<file path="src/rtl/rxc_pkg.sv">
package rxc_pkg;
  typedef enum logic [1:0] {
    SLOT_EMPTY   = 2'd0,
    SLOT_ARMED   = 2'd1,
    SLOT_FULL    = 2'd2,
    SLOT_UNUSED  = 2'd3
  } slot_state_e;

  localparam int OFS_SETUP     = 0;
  localparam int OFS_MGMT      = 1;
  localparam int OFS_SLOT_BASE = 2;

  localparam logic [63:0] TX_PREAMBLE = 64'hD555_5555_5555_5555;
endpackage

</file>
<file path="src/rtl/rxc_slot.sv">
module rxc_slot
  import rxc_pkg::*;
#(
  parameter int LEN_W = 12
) (
  input  logic             clk,
  input  logic             rst_n,
  input  logic             state_we,
  input  logic             count_we,
  input  logic [31:0]      wdata,
  input  logic             take,
  input  logic [LEN_W-1:0] take_len,
  output slot_state_e      state_o,
  output logic [LEN_W-1:0] count_o
);
  slot_state_e      state_q, state_d;
  logic [LEN_W-1:0] count_q, count_d;
  logic             state_en, count_en;

  always_comb begin
    state_en = state_we | take;
    state_d  = state_q;
    if (state_we)  state_d = slot_state_e'(wdata[1:0]);
    else if (take) state_d = SLOT_FULL;
  end

  always_comb begin
    count_en = count_we | take;
    count_d  = count_q;
    if (count_we)  count_d = wdata[LEN_W-1:0];
    else if (take) count_d = take_len;
  end

  always_ff @(posedge clk or negedge rst_n) begin
    if (!rst_n) begin
      state_q <= SLOT_EMPTY;
      count_q <= '0;
    end else begin
      if (state_en) state_q <= state_d;
      if (count_en) count_q <= count_d;
    end
  end

  assign state_o = state_q;
  assign count_o = count_q;
endmodule

</file>
<file path="src/rtl/rxc_tx_check.sv">
module rxc_tx_check
  import rxc_pkg::*;
#(
  parameter int TX_MIN = 64,
  parameter int TX_MAX = 1530
) (
  input  logic        clk,
  input  logic        rst_n,
  input  logic        wr,
  input  logic [31:0] wdata,
  input  logic [63:0] hdr,
  output logic [31:0] count_o,
  output logic        irq_o,
  output logic        send_o
);
  logic [31:0] count_q, count_d;
  logic        irq_q, irq_d, send_q, send_d;
  logic        start, len_ok, hdr_ok, accept;

  always_comb begin
    start   = wr && (wdata != 32'd0);
    len_ok  = (wdata >= 32'(TX_MIN)) && (wdata <= 32'(TX_MAX));
    hdr_ok  = (hdr == TX_PREAMBLE);
    accept  = start && len_ok && hdr_ok;
    count_d = accept ? 32'd0 : wdata;
    irq_d   = start;
    send_d  = accept;
  end

  always_ff @(posedge clk or negedge rst_n) begin
    if (!rst_n) begin
      count_q <= '0;
      irq_q   <= 1'b0;
      send_q  <= 1'b0;
    end else begin
      if (wr) count_q <= count_d;
      irq_q  <= irq_d;
      send_q <= send_d;
    end
  end

  assign count_o = count_q;
  assign irq_o   = irq_q;
  assign send_o  = send_q;
endmodule

</file>
<file path="src/rtl/rxc_mgmt_port.sv">
module rxc_mgmt_port (
  input  logic        clk,
  input  logic        rst_n,
  input  logic        wr,
  input  logic [31:0] wdata,
  input  logic        pin_i,
  output logic        mdc_o,
  output logic        mdo_o,
  output logic        moe_o,
  output logic        mdi_o
);
  logic [2:0] ctl_q, ctl_d;
  logic       sync1_q, sync2_q;

  always_comb begin
    ctl_d = {wdata[3], wdata[2], wdata[0]};
  end

  always_ff @(posedge clk or negedge rst_n) begin
    if (!rst_n) begin
      ctl_q   <= '0;
      sync1_q <= 1'b0;
      sync2_q <= 1'b0;
    end else begin
      if (wr) ctl_q <= ctl_d;
      sync1_q <= pin_i;
      sync2_q <= sync1_q;
    end
  end

  assign mdc_o = ctl_q[2];
  assign moe_o = ctl_q[1];
  assign mdo_o = ctl_q[0];
  assign mdi_o = sync2_q;
endmodule

</file>
<file path="src/rtl/rxc_ctrl_core.sv">
module rxc_ctrl_core
  import rxc_pkg::*;
#(
  parameter int NUM_SLOTS = 2,
  parameter int BUF_BYTES = 2048,
  parameter int ADDR_W    = 4,
  parameter int TX_MIN    = 64,
  parameter int TX_MAX    = 1530,
  localparam int LEN_W    = $clog2(BUF_BYTES) + 1,
  localparam int SLOT_W   = (NUM_SLOTS > 1) ? $clog2(NUM_SLOTS) : 1,
  localparam int BASE_W   = $clog2((NUM_SLOTS + 1) * BUF_BYTES)
) (
  input  logic              clk,
  input  logic              rst_n,
  input  logic [ADDR_W-1:0] reg_addr,
  input  logic              reg_we,
  input  logic [31:0]       reg_wdata,
  output logic [31:0]       reg_rdata,
  input  logic              frm_valid,
  input  logic [LEN_W-1:0]  frm_len,
  output logic              rx_ready,
  output logic [SLOT_W-1:0] rx_slot,
  output logic [BASE_W-1:0] rx_base,
  output logic              rx_irq,
  input  logic [63:0]       tx_hdr,
  output logic              tx_send,
  output logic              tx_irq,
  output logic              phy_rst,
  output logic              mdc,
  output logic              mdio_o,
  output logic              mdio_oe,
  input  logic              mdio_i
);
  localparam logic [ADDR_W-1:0] A_SETUP = ADDR_W'(OFS_SETUP);
  localparam logic [ADDR_W-1:0] A_MGMT  = ADDR_W'(OFS_MGMT);
  localparam logic [ADDR_W-1:0] A_TX    = ADDR_W'(OFS_SLOT_BASE + 2 * NUM_SLOTS);

  logic [NUM_SLOTS-1:0][1:0]       slot_st;
  logic [NUM_SLOTS-1:0][LEN_W-1:0] slot_cnt;
  logic [NUM_SLOTS-1:0]            slot_take;
  logic                            sel_valid;
  logic [SLOT_W-1:0]               sel_idx;
  logic [31:0]                     tx_count;
  logic                            mgmt_di;
  logic                            setup_q, setup_d, setup_we;
  logic                            any_full;

  // Lowest-numbered armed slot wins.
  always_comb begin
    sel_valid = 1'b0;
    sel_idx   = '0;
    for (int i = NUM_SLOTS - 1; i >= 0; i--) begin
      if (slot_state_e'(slot_st[i]) == SLOT_ARMED) begin
        sel_valid = 1'b1;
        sel_idx   = SLOT_W'(i);
      end
    end
  end

  generate
    for (genvar g = 0; g < NUM_SLOTS; g++) begin : g_slot
      localparam logic [ADDR_W-1:0] A_ST  = ADDR_W'(OFS_SLOT_BASE + 2 * g);
      localparam logic [ADDR_W-1:0] A_CNT = ADDR_W'(OFS_SLOT_BASE + 2 * g + 1);
      slot_state_e st_w;

      assign slot_take[g] = frm_valid && sel_valid && (sel_idx == SLOT_W'(g));

      rxc_slot #(.LEN_W(LEN_W)) u_slot (
        .clk      (clk),
        .rst_n    (rst_n),
        .state_we (reg_we && (reg_addr == A_ST)),
        .count_we (reg_we && (reg_addr == A_CNT)),
        .wdata    (reg_wdata),
        .take     (slot_take[g]),
        .take_len (frm_len),
        .state_o  (st_w),
        .count_o  (slot_cnt[g])
      );
      assign slot_st[g] = st_w;
    end
  endgenerate

  rxc_tx_check #(.TX_MIN(TX_MIN), .TX_MAX(TX_MAX)) u_tx (
    .clk     (clk),
    .rst_n   (rst_n),
    .wr      (reg_we && (reg_addr == A_TX)),
    .wdata   (reg_wdata),
    .hdr     (tx_hdr),
    .count_o (tx_count),
    .irq_o   (tx_irq),
    .send_o  (tx_send)
  );

  rxc_mgmt_port u_mgmt (
    .clk   (clk),
    .rst_n (rst_n),
    .wr    (reg_we && (reg_addr == A_MGMT)),
    .wdata (reg_wdata),
    .pin_i (mdio_i),
    .mdc_o (mdc),
    .mdo_o (mdio_o),
    .moe_o (mdio_oe),
    .mdi_o (mgmt_di)
  );

  always_comb begin
    setup_we = reg_we && (reg_addr == A_SETUP);
    setup_d  = reg_wdata[0];
  end

  always_ff @(posedge clk or negedge rst_n) begin
    if (!rst_n)        setup_q <= 1'b0;
    else if (setup_we) setup_q <= setup_d;
  end

  always_comb begin
    any_full = 1'b0;
    for (int i = 0; i < NUM_SLOTS; i++)
      if (slot_state_e'(slot_st[i]) == SLOT_FULL) any_full = 1'b1;
  end

  always_comb begin
    reg_rdata = 32'd0;
    if (reg_addr == A_SETUP) reg_rdata = {31'd0, setup_q};
    if (reg_addr == A_MGMT)  reg_rdata = {28'd0, mdc, mdio_oe, mgmt_di, mdio_o};
    if (reg_addr == A_TX)    reg_rdata = tx_count;
    for (int i = 0; i < NUM_SLOTS; i++) begin
      if (reg_addr == ADDR_W'(OFS_SLOT_BASE + 2 * i))
        reg_rdata = {30'd0, slot_st[i]};
      if (reg_addr == ADDR_W'(OFS_SLOT_BASE + 2 * i + 1))
        reg_rdata = {{(32 - LEN_W){1'b0}}, slot_cnt[i]};
    end
  end

  assign rx_ready = sel_valid;
  assign rx_slot  = sel_idx;
  assign rx_base  = BASE_W'(sel_idx) * BASE_W'(BUF_BYTES);
  assign rx_irq   = any_full;
  assign phy_rst  = setup_q;
endmodule

</file>
<file path="config.mk">
export PLATFORM = sky130hd
export DESIGN_NAME = rxc_ctrl_core
export DESIGN_NICKNAME = d
export VERILOG_FILES = /design/src/rtl/rxc_pkg.sv /design/src/rtl/rxc_slot.sv /design/src/rtl/rxc_tx_check.sv /design/src/rtl/rxc_mgmt_port.sv /design/src/rtl/rxc_ctrl_core.sv
export SDC_FILE = /design/constraint.sdc
export NUM_CORES = 1
export LEC_CHECK = 0
export ABC_AREA = 0
export BUFFER_PORTS_ARGS = -buffer_cell sky130_fd_sc_hd__buf_2
export CAP_MARGIN = 0
export CORE_MARGIN = 2
export CORE_UTILIZATION = 35
export DETAILED_ROUTE_END_ITERATION = 16
export PLACE_DENSITY = 0.63
export SLEW_MARGIN = 10
export SYNTH_ARGS = -nofsm -noshare
export SYNTH_HDL_FRONTEND = slang
export SYNTH_SLANG_ARGS = --single-unit
</file>
<file path="constraint.sdc">
create_clock -name clk -period 1.7 [get_ports clk]
set_clock_uncertainty 0.2 [all_clocks]
set_input_delay 0.085 -clock clk [delete_from_list [all_inputs] [get_ports clk]]
set_output_delay 0.085 -clock clk [all_outputs]
set_load 0.02 [all_outputs]
</file>
==> results.yml <==
yosys:
  ys_warn_count: 0
  synth_top_cell_area_share_pct: 45.4
  synth_top_area_cell: "dfrtp_1"
  synth_top_family_by_area: "simple AND/OR/NAND/NOR gates"
  synth_cell_types: 40
  synthAdderAreaFrac_pct: 0
  synth-simple-area-share_pct: 28.6
  syn-cell-area_mm2: 0.00375
  synth-compound-area-share_pct: 11.5
  synth_cells: 423
  avgSynthCellArea_um2: 8.86
  yosysSeqAreaShare_pct: 45.4
  synth_mux_area_share_pct: 8.41
  synthTopCellsByArea: "dfrtp_1 (45%), nand2_1 (13%), mux2i_1 (7.2%), o21ai_0 (4.5%), and2_1 (3.7%)"
  synth_edf_count: 0
  synth_ff_type: "dfrtp_1"
  synth_seq_cells: 68
  synthArstFlopShare_pct: 100
  yosys.area_share.xor_xnor_pct: 0
sta:
  setup_viol: 1
  min_period_ns: 1.72
  final_max_slew_viol_count: 0
  min_period_over_period_pct: 101
  worst_slack_ns: -0.0227
  hold_viol: 0
  max_slew_margin_pct: 66.5
  worst_pin_slew_ns: 0.498
  rsz0062_at_grt: "true"
  fmax_mhz: 580
detailed_routing:
  route.met2.wl_um: 5940
  viasPerCell: 4.94
  wl_met3_um: 920
  dr.first_iter.drc_count: 176
  dr.max_layer_used: "met4"
  drc_errors: 0
  dr.pass1.iters: 4
  vias: 3947
  wl_per_cell_um: 15.2
  routed_wl_um: 12100
  wl_met1_um: 5160
  antenna_left: 0
final_layout:
  post-route-util_pct: 54.5
  layout.cells.most_common: "buf_2"
  layout_common_cells: "buf_2 (157), nand2_1 (131), dfrtp_1 (67)"
  drive_above_1_share_pct: 36.7
  final_cells: 799
  final_net_count: 775
  post-route-cell-area_mm2: 0.00565
  diodes: 0
  syn_to_final_growth_pct: 50.7
clock_network:
  cts_tree: "done"
  root_buffer: "clkbuf_8"
  clock_latency_ns: 0.34
  cts_made_buffers: 9
  cts.sinks: 68
  clk_pin_slew_ns: 0.08
  htreeDepth: 3
  clock_path_buffers: 2
critical_path:
  cpPeakStageDelay_ns: 0.41
  worstPathArrival_ns: 1.44
  crit_top_cell: "nor2_1"
  crit_path_start_kind: "register"
  crit_buf_inv: 1
  worstPathCellList: "nor2_1, o22ai_1, a21oi_1, o32a_1, nor2_1, buf_4"
  critical_path_class: "register to output port"
  cpMaxStageDelayCell: "dfrtp_1"
  r2r_start: "g_slot[0].u_slot.state_o[1]"
  worst-path-stages: 6
  crit_family: "flip-flops"
  cp_max_fo: 4
  required_ns: 1.41
  crit_path_start: "g_slot[0].u_slot.state_o[0]"
  ff2ff_path_depth: 6
  cp-end-kind: "output port"
placement:
  port-buffer-count: 158
  dp_hpwl_um: 8920
  placed_cells: 736
  place_area_mm2: 0.00498
  routabilityCongestion: 0.842
  dp_worst_setup_slack_ns: -0.185
floorplanning:
  rows: 37
  coreArea_mm2: 0.0104
  start_util_pct: 36.1
  die_w_um: 107
  io_pins: 171
  die_area_mm2: 0.0116
  die_y_um: 107
global_route:
  grt_max_degree: 39
  grt_pass1_wl_um: 19900
  grt_overflow_total: 0
  grt_antenna_before_repair: 0
  grtUsageTotal_pct: 21.7
  grt_pass1_vias: 4072
status:
  status: "finished, violations left"
  violations: "negative setup slack"
pwr:
  leakage_nw: 3.01
  powerDensity_mw_per_mm2: 867
  vdd_drop_max_uv: 417
  power_mw: 4.90
hold_path:
  hold_depth: 4
  hold_path_class: "input port to register"
  min-delay-start: "frm_valid"
run:
  drv_cap: 0
metal layers:
metal / vias to the layer above / GRT usage (%)
li1: 1904 / -
met2: 146 / 36.2
met4: 0 / 4.76
met1: 1886 / 27.6
met3: 11 / 6.72
met5: - / 0
stage by stage:
stage               hold slack (ns)  TNS, ns
floorplan                    -0.411   -0.364
global placement             -0.132    -1.85
detailed placement           -0.123    -2.30
CTS                         0.00334  -0.0652
global route                 0.0189    -1.88
finish                       0.0149  -0.0227
tightest hold or removal path, stage by stage:
cell and delay, ns:
buf_2 0.11, nand2_2 0.08, buf_12 0.16, a31oi_1 0.09
synthesized netlist by cell type (2+ instances only):
library cell	count
buf_1	3
nor2b_1	2
nor2_1	8
clkbuf_1	9
mux2i_1	27
o21ai_0	34
buf_4	15
and2b_1	2
dfrtp_1	68
nor4bb_1	11
and2_1	22
inv_1	4
buf_2	8
a31oi_1	2
and4b_1	4
nor3b_1	4
o22ai_1	2
nor4b_1	2
nand2_1	132
and3_1	3
a22oi_1	13
a21oi_1	3
nor4_1	8
o21ai_2	9
mux2_2	4
nand4_1	6
nand3_1	5
final cells by class:
cell class	instances	area [um^2]
Timing Repair Buffer	249	1690
Inverter	4	15.0
Fill cell	963	4720
Clock buffer	11	131
Multi-Input combinational cell	326	1920
Clock inverter	5	28.8
Tap cell	136	170
Sequential cell	68	1700
registers in the layout, indices dropped and copies added, names as in the netlist:
register               flops
u_mgmt.sync1_q             1
phy_rst                    1
u_tx.count_o              32
u_mgmt.ctl_q               3
u_mgmt.mdi_o               1
g_slot.u_slot.count_o     24
u_tx.irq_o                 1
u_tx.send_o                1
g_slot.u_slot.state_o      4
power breakdown:
| part | total (mW) | switching, mW | internal, mW |
|---|---|---|---|
| clock network | 1.13 | 0.611 | 0.523 |
| logic | 1.37 | 0.699 | 0.669 |
| registers | 2.40 | 0.284 | 2.11 |
worst paths after layout:
path,end,slack (ns)
max,reg_rdata[0],-0.02
min,g_slot[1].u_slot.state_o[1],0.01
max reg2reg,g_slot[0].u_slot.count_o[6],0.10
min reg2reg,u_mgmt.mdi_o,0.16
max in group asynchronous,g_slot[1].u_slot.state_o[0],0.69
min in group asynchronous,u_tx.count_o[12],0.03
cells by family (layout without fill, tap and decap cells):
| logic type | after synthesis | after routing |
|---|---|---|
| AND/OR/NAND/NOR | 215 | 215 |
| AO/OA/AOI/OAI | 68 | 68 |
| flip-flops | 68 | 68 |
| buffers and inverters | 40 | 269 |
| multiplexers | 31 | 31 |
| other | 1 | 12 |
what timing repair did:
item                                    4_1_cts  5_1_grt
endpoints found under the setup margin       30       55
hold endpoints to repair                    129        0
setup buffers                                 1        0
gates resized for setup                       5       11
pin swaps                                     3        5
hold buffers                                 46        0
Note: power is estimated with default switching activity, not from simulation.
